===== config.mk =====
export PLATFORM = sky130hd
export DESIGN_NAME = pxc_counter
export DESIGN_NICKNAME = d
export VERILOG_FILES = /design/src/rtl/pxc_pkg.sv /design/src/rtl/pxc_ctrl.sv /design/src/rtl/pxc_stage.sv /design/src/rtl/pxc_counter.sv
export SDC_FILE = /design/constraint.sdc
export NUM_CORES = 1
export LEC_CHECK = 0
export ABC_AREA = 0
export BUFFER_PORTS_ARGS = -buffer_cell sky130_fd_sc_hd__buf_2
export CORE_AREA = 2 2 39 41
export CTS_BUF_LIST = sky130_fd_sc_hd__clkbuf_8
export CTS_CLUSTER_DIAMETER = 150
export DETAILED_ROUTE_END_ITERATION = 12
export DIE_AREA = 0 0 41 43
export PLACE_DENSITY = 0.62
export SLEW_MARGIN = 10
export SYNTH_ARGS = -nofsm -noshare
export SYNTH_HDL_FRONTEND = slang
export SYNTH_HIERARCHICAL = 1
export SYNTH_SLANG_ARGS = --single-unit

===== constraint.sdc =====
create_clock -name clk -period 4.3 [get_ports clk]
set_clock_uncertainty 0.2 [all_clocks]
set_input_delay 0.86 -clock clk [delete_from_list [all_inputs] [get_ports clk]]
set_output_delay 0.86 -clock clk [all_outputs]
set_load 0.01 [all_outputs]

===== src/rtl/pxc_pkg.sv =====
package pxc_pkg;
  localparam int unsigned PXC_WIDTH = 9;

  typedef enum logic {
    DIR_FWD = 1'b0,
    DIR_BWD = 1'b1
  } pxc_dir_e;
endpackage


===== src/rtl/pxc_ctrl.sv =====
module pxc_ctrl
  import pxc_pkg::*;
(
  input  logic     clk,
  input  logic     rst,
  input  logic     fwd_strb,
  input  logic     bwd_strb,
  input  logic     step_tick,
  input  logic     rank_stop,
  input  logic     bypass,
  output pxc_dir_e dir,
  output logic     hold_q,
  output logic     adv
);
  logic     phase_start;
  logic     freeze_now;
  pxc_dir_e dir_q;

  assign phase_start = fwd_strb | bwd_strb;
  // a stored freeze or a fresh stop blocks counting unless bypassed
  assign freeze_now  = ~bypass & (hold_q | rank_stop);
  assign adv         = step_tick & ~phase_start & ~freeze_now;
  assign dir         = dir_q;

  always_ff @(posedge clk) begin
    if (rst) begin
      dir_q  <= DIR_FWD;
      hold_q <= 1'b0;
    end else if (phase_start) begin
      dir_q  <= fwd_strb ? DIR_FWD : DIR_BWD;
      hold_q <= 1'b0;
    end else if (rank_stop && !bypass) begin
      hold_q <= 1'b1;
    end
  end
endmodule


===== src/rtl/pxc_stage.sv =====
module pxc_stage
  import pxc_pkg::*;
(
  input  logic     clk,
  input  logic     rst,
  input  pxc_dir_e dir,
  input  logic     t_in,
  output logic     q,
  output logic     t_out
);
  // toggle when every lower stage is at its carry (fwd) or borrow (bwd) value
  assign t_out = t_in & ((dir == DIR_BWD) ? ~q : q);

  always_ff @(posedge clk) begin
    if (rst)       q <= 1'b0;
    else if (t_in) q <= ~q;
  end
endmodule


===== src/rtl/pxc_counter.sv =====
module pxc_counter
  import pxc_pkg::*;
#(
  parameter int unsigned WIDTH = PXC_WIDTH
) (
  input  logic             clk,
  input  logic             rst,
  input  logic             fwd_strb,
  input  logic             bwd_strb,
  input  logic             step_tick,
  input  logic             rank_stop,
  input  logic             bypass,
  output logic [WIDTH-1:0] count
);
  pxc_dir_e       dir_w;
  logic           hold_w;
  logic           adv_w;
  logic [WIDTH:0] chain;

  pxc_ctrl u_ctrl (
    .clk      (clk),
    .rst      (rst),
    .fwd_strb (fwd_strb),
    .bwd_strb (bwd_strb),
    .step_tick(step_tick),
    .rank_stop(rank_stop),
    .bypass   (bypass),
    .dir      (dir_w),
    .hold_q   (hold_w),
    .adv      (adv_w)
  );

  assign chain[0] = adv_w;

  for (genvar i = 0; i < WIDTH; i++) begin : g_stage
    pxc_stage u_stage (
      .clk  (clk),
      .rst  (rst),
      .dir  (dir_w),
      .t_in (chain[i]),
      .q    (count[i]),
      .t_out(chain[i+1])
    );
  end
endmodule


* Word-level counts from Yosys, hierarchy flattened
Index checks and enable logic that the tools add are counted.
** Word-level totals
- Bits in registers :: 11
- Bits of input ports :: 7
** Cells by class
- Muxes and demuxes :: 9
- Bitwise logic cells :: 25
- Reductions and logical operators :: 3
** Operator list (number)
- 1-bit NOT :: 12
- 1-bit bitwise AND :: 11
- 1-bit 2-to-1 mux :: 9
- 1-bit bitwise OR :: 2
- 2-bit OR reduction :: 1
- 1-bit logical AND :: 1
- 1-bit zero test :: 1

* Longest topological paths before layout
Gate-level depths: netlist of run 1.
- Depth after elaboration :: 12
- Mapped depth :: 12
- Mapped depth without buffers :: 12

* Hierarchy
Netlist of run 1, hierarchy kept.
** Modules (own cells, without submodules)
- pxc_stage :: instances 9, cells an instance 5, area an instance 47.5 um^2
- pxc_ctrl :: instances 1, cells an instance 10, area an instance 90.1 um^2

* Least setup slack after synthesis of run 1
OpenSTA, ideal clock, no wires.
- Kind :: in2reg
- Start point :: in rank_stop
- End point :: reg g_stage[8].u_stage.q
- Setup time :: 115 ps
- Arrival time :: 2443 ps
- Required time :: 3985 ps
- Setup slack :: 1542 ps
- Stages on the path :: 12
- Path through :: nor2_1 > o211a_1 > and2_1 > and2_1 > and2_1 > and2_1 > and2_1 > and2_1 > and2_1 > and2_1 > xnor2_1 > nor2_1
** On the way
- Cells in the longest elaborated chain, start to end :: 12
** Ends and longest elaborated chain
- start: declaration :: RTL line pxc_counter.sv:11 : input logic rank_stop,
- 1-bit bitwise OR :: RTL line pxc_ctrl.sv:21 : assign freeze_now = ~bypass & (hold_q | rank_stop);
- 1-bit bitwise AND :: RTL line pxc_ctrl.sv:21
- 1-bit NOT :: RTL line pxc_ctrl.sv:22 : assign adv = step_tick & ~phase_start & ~freeze_now;
- 1-bit bitwise AND :: RTL line pxc_ctrl.sv:22
- net adv_w :: RTL line pxc_counter.sv:17 : logic adv_w;
- 1-bit bitwise AND :: RTL line pxc_stage.sv:12 : assign t_out = t_in & ((dir == DIR_BWD) ? ~q : q);
- net chain[1] :: RTL line pxc_counter.sv:18 : logic [WIDTH:0] chain;
- 1-bit bitwise AND :: RTL line pxc_stage.sv:12
- net chain[2] :: RTL line pxc_counter.sv:18
- [... 1 more ...]
- net chain[3] :: RTL line pxc_counter.sv:18
- [... 1 more ...]
- net chain[4] :: RTL line pxc_counter.sv:18
- 1-bit bitwise AND :: RTL line pxc_stage.sv:12
- net chain[5] :: RTL line pxc_counter.sv:18
- 1-bit bitwise AND :: RTL line pxc_stage.sv:12
- net chain[6] :: RTL line pxc_counter.sv:18
- 1-bit bitwise AND :: RTL line pxc_stage.sv:12
- net chain[7] :: RTL line pxc_counter.sv:18
- 1-bit bitwise AND :: RTL line pxc_stage.sv:12
- net chain[8] :: RTL line pxc_counter.sv:18
- end signal: assignment :: RTL line pxc_stage.sv:16 : else if (t_in) q <= ~q;
- end: declaration :: RTL line pxc_stage.sv:8 : output logic q,
The timed path passes the listed nets, and every way through them passes these cells.
A chain may end at the register's enable or synchronous reset.

* Worst setup path after layout of run 1
- Start point :: in bwd_strb
- End point :: reg g_stage[8].u_stage.q
** On the way
- Cells in the longest elaborated chain, start to end :: 12
** Ends and longest elaborated chain
- start: declaration :: RTL line pxc_counter.sv:9 : input logic bwd_strb,
- 1-bit bitwise OR :: RTL line pxc_ctrl.sv:19 : assign phase_start = fwd_strb | bwd_strb;
- 1-bit NOT :: RTL line pxc_ctrl.sv:22
- 1-bit bitwise AND (2 in a row) :: RTL line pxc_ctrl.sv:22
- net adv_w :: RTL line pxc_counter.sv:17
- 1-bit bitwise AND :: RTL line pxc_stage.sv:12
- net chain[1] :: RTL line pxc_counter.sv:18
- 1-bit bitwise AND :: RTL line pxc_stage.sv:12
- net chain[2] :: RTL line pxc_counter.sv:18
- [... 1 more ...]
- net chain[3] :: RTL line pxc_counter.sv:18
- [... 1 more ...]
- net chain[4] :: RTL line pxc_counter.sv:18
- 1-bit bitwise AND :: RTL line pxc_stage.sv:12
- net chain[5] :: RTL line pxc_counter.sv:18
- 1-bit bitwise AND :: RTL line pxc_stage.sv:12
- net chain[6] :: RTL line pxc_counter.sv:18
- 1-bit bitwise AND :: RTL line pxc_stage.sv:12
- net chain[7] :: RTL line pxc_counter.sv:18
- 1-bit bitwise AND :: RTL line pxc_stage.sv:12
- net chain[8] :: RTL line pxc_counter.sv:18
The timed path passes the listed nets, and every way through them passes these cells.

==> impl_results.rst, run 1 <==
.. list-table::
   :header-rows: 1

   * - Metric
     - Value
   * - Vias in the first global route
     - 342
   * - Net Count, Synth
     - 60
   * - Worst Hold Depth
     - 1
   * - Filler Cell Count
     - 145
   * - Synth Cell Area
     - 503 um2
   * - Count of final max-slew check failures
     - 0
   * - Max Root-Sink Buffers
     - 2
   * - CTS clk-pin slew, worst paths
     - 0.05 ns
   * - Clock Latency Late Sink
     - 0.24 ns
   * - GRT Overall Usage
     - 13.2%
   * - Worst reg-to-reg path cell count
     - 11
   * - Setup repair after global routing missed its margin
     - false
   * - Layout cells sized above 1
     - 26.4%
   * - Number of H-tree levels
     - 1
   * - Core Footprint
     - 1380 um2
   * - Class of the tightest hold or removal check
     - flop to flop
   * - Largest net degree at the start of global routing
     - 12
   * - Initial drt markers
     - 3
   * - Global-route congestion overflow total
     - 0
   * - Vias/cell
     - 4.42
   * - Maximum Capacitance Violations
     - 0
   * - DRT Pass-1 Iters
     - 2
   * - Portion of the clock cycle consumed by the worst path in the final layout
     - 63.9%
   * - Outcome
     - complete, no violations
   * - Top Ports
     - 16
   * - Most congested layer reported by global routing
     - met2
   * - Setup violators final
     - 0
   * - Post-route setup slack
     - 1.55 ns
   * - Max rail drop VDD
     - 0.164 mV
   * - Syn Area/Cell
     - 9.49 um2
   * - Synth-to-layout area growth
     - 27.9%
   * - Reg2Reg Launch Point
     - u_ctrl/dir
   * - Clock sink count
     - 11
   * - Antenna violations before repair
     - 0
   * - Worst slew pin tran
     - 0.470 ns
   * - Max-slew headroom
     - 68.7%
   * - Die W
     - 41 um
   * - Nature of the critical path startpoint
     - input port
   * - Antenna Cells
     - 0
   * - Critical-path maximum fanout
     - 3
   * - FF-to-FF setup slack
     - 1.79 ns
   * - Crit path DAT
     - 2.67 ns
   * - Highest clock frequency the design can meet
     - 364 MHz
   * - Hold path startpoint
     - u_ctrl/hold_q
   * - Detailed-route DRC error count
     - 0
   * - Weighted congestion reported at the end of routability-driven placement
     - 0.650
   * - Post-detail-place hpwl
     - 624 um
   * - Data required time of the worst path
     - 4.22 ns
   * - Final WL
     - 865 um
   * - Met3 Track Usage GR
     - 3.14%
   * - Final Hold Violating Endpoints
     - 0
   * - Hold buffer count at cts
     - 0
   * - Nets
     - 80
   * - Routed length per placed instance
     - 9.83 um
   * - Post-CTS resize count
     - 0
   * - Post-Synthesis Cells
     - 53
   * - Post-CTS setup-driven buffer insertion count
     - 0
   * - End point of the worst hold path
     - u_ctrl/hold_q
   * - GR Layer Usage met1
     - 17.2%
   * - Power per standard cell area
     - 340 nW/um2
   * - CTS buffer count
     - 3
   * - Worst reg2reg path endpoint
     - g_stage[8].u_stage/q
   * - Initial standard-cell utilization of the core
     - 36.3%
   * - Fin Setup TNS
     - 0 ns
   * - Crit end category
     - flop
   * - Buffers on Ports
     - 15
   * - Crit Path Class
     - input port to flop
   * - Pre-CTS setup slack
     - 1.27 ns
   * - Antenna-violating nets left
     - 0
   * - Global-route wire length before repair
     - 1.49 mm
   * - Via count
     - 389
   * - Standard-cell row count
     - 14
   * - Cell leakage power
     - 0.332 nW
   * - Clock tree from TritonCTS
     - done
   * - Die area
     - 1760 um2
   * - Met2 layer usage reported by global route
     - 17.8%
   * - Root buf cell
     - sky130_fd_sc_hd__clkbuf_8
   * - Shortest period the worst path allows
     - 2.75 ns
   * - Synth warn
     - 6
   * - Vert. Die Dim
     - 43 um
## sequential cells by signal, indices dropped and copies added, names as in the netlist
| register | count |
|---|---|
| g_stage.u_stage/q | 9 |
| u_ctrl/dir | 1 |
| u_ctrl/hold_q | 1 |
## routing by layer
metal,vias up,routed length [um]
li1,203,-
met1,170,405
met2,12,388
met3,4,47
met4,0,23
met5,-,0
## critical path, stage by stage
cell	delay, ns
sky130_fd_sc_hd__buf_2	0.11
sky130_fd_sc_hd__nor2_1	0.11
sky130_fd_sc_hd__o211a_1	0.18
sky130_fd_sc_hd__and2_1	0.16
sky130_fd_sc_hd__and2_1	0.16
sky130_fd_sc_hd__and2_1	0.16
sky130_fd_sc_hd__and2_1	0.16
sky130_fd_sc_hd__and2_1	0.15
sky130_fd_sc_hd__and2_1	0.15
sky130_fd_sc_hd__and2_1	0.16
sky130_fd_sc_hd__and2_1	0.14
sky130_fd_sc_hd__xnor2_1	0.12
sky130_fd_sc_hd__nor2_1	0.05
## power breakdown
part           internal, mW  leakage (nW)  switching (mW)
Sequential            0.104        0.0889         0.00251
Combinational       0.00617         0.216         0.00596
Clock                0.0626        0.0269          0.0378
## area by class of cell
cell class,instances,area [um2],area share [%]
multi-input cells,42,283,44.0
flip-flops and latches,11,220,34.2
repair buffers,15,75.1,11.7
clock buffers,3,41.3,6.42
well taps,16,20.0,3.11
clock inverters,1,3.75,0.584
## worst max-delay path by stage
stage               startpoint                    to  depth (start not counted)
finish                bwd_strb  g_stage[8].u_stage/q                         13
global route          bwd_strb  g_stage[8].u_stage/q                         13
CTS                   bwd_strb  g_stage[8].u_stage/q                         13
detailed placement    bwd_strb  g_stage[8].u_stage/q                         13
global placement      bwd_strb  g_stage[8].u_stage/q                         13
floorplan            rank_stop  g_stage[8].u_stage/q                         12
## cell usage in the layout, fill, tap and decap left out
cell type                  count
sky130_fd_sc_hd__xnor2_1       9
sky130_fd_sc_hd__nor3_2        1
sky130_fd_sc_hd__nor2_1       12
sky130_fd_sc_hd__buf_2        15
sky130_fd_sc_hd__clkbuf_8      3
sky130_fd_sc_hd__o21a_1        1
sky130_fd_sc_hd__inv_1         1
sky130_fd_sc_hd__nor2b_1       1
sky130_fd_sc_hd__xor2_1        8
sky130_fd_sc_hd__nor3_1        1
sky130_fd_sc_hd__and2_1        8
sky130_fd_sc_hd__o211a_1       1
sky130_fd_sc_hd__dfxtp_1      11
## metrics by stage
stage          total power, mW  std cells  utilization (%)  hold slack (ns)  area (um2)
3_3_place_gp             0.120         84             43.2            0.255         598
3_5_place_dp             0.120         84             43.2            0.286         598
4_1_cts                  0.223         88             46.5            0.298         643
5_1_grt                  0.229         88             46.5            0.328         643
6_report                 0.219         88             46.5            0.302         643
2_1_floorplan            0.114         53                -            0.241         503
Power figures use the tool's default switching activity.
==> run 2: changes to the inputs <==
==> constraint.sdc (replaced) <==
create_clock -name clk -period 2.85 [get_ports clk]
set_clock_uncertainty 0.2 [all_clocks]
set_input_delay 0.57 -clock clk [delete_from_list [all_inputs] [get_ports clk]]
set_output_delay 0.57 -clock clk [all_outputs]
set_load 0.01 [all_outputs]
==> run 2 against run 1 <==
Effect of this change:
- total power up 51%
- non-clock buffer count increased by 1
- global-route usage shrank 1.3 points
- highest routed layer unchanged
- routed wire length decreased by 5.9%
==> impl_results.rst, run 2 (same netlist as run 1, synthesis figures left out) <==
.. list-table::
   :header-rows: 1

   * - Metric
     - Value
   * - Area used by multi-input combinational logic
     - 283 um2
   * - Nets
     - 81
   * - Worst reg2reg path endpoint
     - g_stage[8].u_stage/q
   * - Post-route total power
     - 329 uW
   * - Post-CTS setup-driven buffer insertion count
     - 0
   * - Initial drt markers
     - 4
   * - Vias/cell
     - 4.39
   * - Class of the tightest hold or removal check
     - flop to flop
   * - Final Hold Violating Endpoints
     - 0
   * - Area of all sequential standard cells
     - 220 um2
   * - Setup repair after global routing missed its margin
     - false
   * - Antenna violations before repair
     - 0
   * - Comb power frac
     - 6.0%
   * - Final WL
     - 814 um
   * - Buffers on Ports
     - 15
   * - Synth-to-layout area growth
     - 29.4%
   * - Outcome
     - complete, no violations
   * - Crit path DAT
     - 2.37 ns
   * - Weighted congestion reported at the end of routability-driven placement
     - 0.685
   * - Core Footprint
     - 1380 um2
   * - GRT Overall Usage
     - 11.9%
   * - Design internal power
     - 261 uW
   * - Nature of the critical path startpoint
     - input port
   * - Highest clock frequency the design can meet
     - 408 MHz
   * - Vias in the first global route
     - 323
   * - Commonest non-fill, non-tap cells in the layout
     - sky130_fd_sc_hd__buf_2, sky130_fd_sc_hd__nor2_1, sky130_fd_sc_hd__dfxtp_1, sky130_fd_sc_hd__xnor2_1
   * - Startpoint of the worst setup timing path
     - bwd_strb
   * - Global-route congestion overflow total
     - 0
   * - Data required time of the worst path
     - 2.77 ns
   * - Die area
     - 1760 um2
   * - Max-slew headroom
     - 80.7%
   * - Total net switching power
     - 68.5 uW
   * - Clock network fraction of design power
     - 45.7%
   * - Portion of the clock cycle consumed by the worst path in the final layout
     - 86.0%
   * - Crit end category
     - flop
   * - Count of final max-slew check failures
     - 0
   * - Antenna Cells
     - 0
   * - Most common library cell in the layout ignoring fill and taps
     - sky130_fd_sc_hd__buf_2
   * - Filler Cell Count
     - 132
   * - Routed length per placed instance
     - 9.15 um
   * - Power per standard cell area
     - 506 nW/um2
   * - Clock Latency Late Sink
     - 0.23 ns
   * - Critical-path maximum fanout
     - 3
   * - Hold buffer count at cts
     - 0
   * - Root buf cell
     - sky130_fd_sc_hd__clkbuf_8
   * - Clock sink count
     - 11
   * - DRT Pass-1 Iters
     - 2
   * - Setup violators final
     - 0
   * - Flip-flop count of the largest register after layout
     - 9
   * - Worst reg-to-reg path cell count
     - 11
   * - Number of H-tree levels
     - 1
   * - CTS buffer count
     - 3
   * - Fin Setup TNS
     - 0 ns
   * - Crit Path Class
     - input port to flop
   * - Detailed-route DRC error count
     - 0
   * - Post-CTS resize count
     - 0
   * - Sequential share of power
     - 48.3%
   * - Initial standard-cell utilization of the core
     - 36.3%
   * - Reg2Reg Launch Point
     - u_ctrl/dir
   * - Standard-cell row count
     - 14
   * - Shortest period the worst path allows
     - 2.45 ns
   * - Register name with the most flops
     - g_stage.u_stage/q
   * - Clock tree from TritonCTS
     - done
   * - Die W
     - 41 um
   * - Capture point of the worst path
     - g_stage[8].u_stage/q
   * - Maximum Capacitance Violations
     - 0
   * - FF-to-FF setup slack
     - 0.50 ns
   * - Antenna-violating nets left
     - 0
   * - Worst slew pin tran
     - 0.289 ns
   * - Max rail drop VDD
     - 0.262 mV
   * - CTS clk-pin slew, worst paths
     - 0.05 ns
   * - Top Ports
     - 16
   * - Switching part of the total power
     - 20.8%
   * - Largest net degree at the start of global routing
     - 12
   * - Cell leakage power
     - 0.337 nW
   * - Max Root-Sink Buffers
     - 2
   * - Via count
     - 391
   * - Vert. Die Dim
     - 43 um
   * - Global-route wire length before repair
     - 1.36 mm
   * - Layout cells sized above 1
     - 27.4%
run 2: changes by cell type in the layout (fill, tap and decap cells not counted), sizes merged:
cell	change
buf	+1
run 2: worst max-delay path, cell delays in order:
cell and delay [ns]:
sky130_fd_sc_hd__buf_2 0.11, sky130_fd_sc_hd__nor2_1 0.11, sky130_fd_sc_hd__o211a_1 0.19, sky130_fd_sc_hd__and2_1 0.15, sky130_fd_sc_hd__and2_1 0.16, sky130_fd_sc_hd__and2_1 0.15, sky130_fd_sc_hd__and2_1 0.15, sky130_fd_sc_hd__and2_1 0.15
sky130_fd_sc_hd__and2_1 0.15, sky130_fd_sc_hd__and2_1 0.16, sky130_fd_sc_hd__and2_1 0.14, sky130_fd_sc_hd__xnor2_1 0.12, sky130_fd_sc_hd__nor2_1 0.05
run 2: cell type report:
class                   instances  area share, %
clock buffers                   3           6.35
clock inverters                 1          0.577
multi-input cells              42           43.5
flip-flops and latches         11           33.8
well taps                      16           3.08
repair buffers                 16           12.7
run 2: metal layers:
layer | global-route usage [%] | routed length [um] | part of all wire, %
met1 | 15.7 | 389 | 48
met2 | 15.3 | 362 | 44
met3 | 4.71 | 52 | 6.4
met4 | 8.00 | 9 | 1.1
met5 | 0 | 0 | 0
run 2: through the flow:
step,hold WS [ns],instances,instance area [um2],util (%),worst slack [ns]
after CTS,0.272,89,651,47.0,0.376
after global placement,0.249,85,606,43.8,0.178
after detailed placement,0.259,85,606,43.8,0.136
after floorplan,0.241,53,503,-,0.391
after global routing,0.299,89,651,47.0,0.191
final,0.267,89,651,47.0,0.399
run 2: worst min path at each step:
| stage | from | end | slack (ns) | depth (start not counted) |
|---|---|---|---|---|
| 4_1_cts | u_ctrl/hold_q | u_ctrl/hold_q | 0.27 | 1 |
| 2_1_floorplan | u_ctrl/hold_q | u_ctrl/hold_q | 0.24 | 1 |
| 5_1_grt | u_ctrl/hold_q | u_ctrl/hold_q | 0.30 | 1 |
| 3_5_place_dp | u_ctrl/hold_q | u_ctrl/hold_q | 0.26 | 1 |
| 6_report | u_ctrl/hold_q | u_ctrl/hold_q | 0.27 | 1 |
| 3_3_place_gp | u_ctrl/hold_q | u_ctrl/hold_q | 0.25 | 1 |
run 2: power by group through the flow:
stage | sequential (mW) | combinational (mW) | clock (mW)
after global placement | 0.162 | 0.0201 | 0
after floorplan | 0.163 | 0.00832 | 0
after global routing | 0.159 | 0.0226 | 0.165
after detailed placement | 0.162 | 0.0204 | 0
after CTS | 0.159 | 0.0204 | 0.156
final | 0.159 | 0.0199 | 0.150
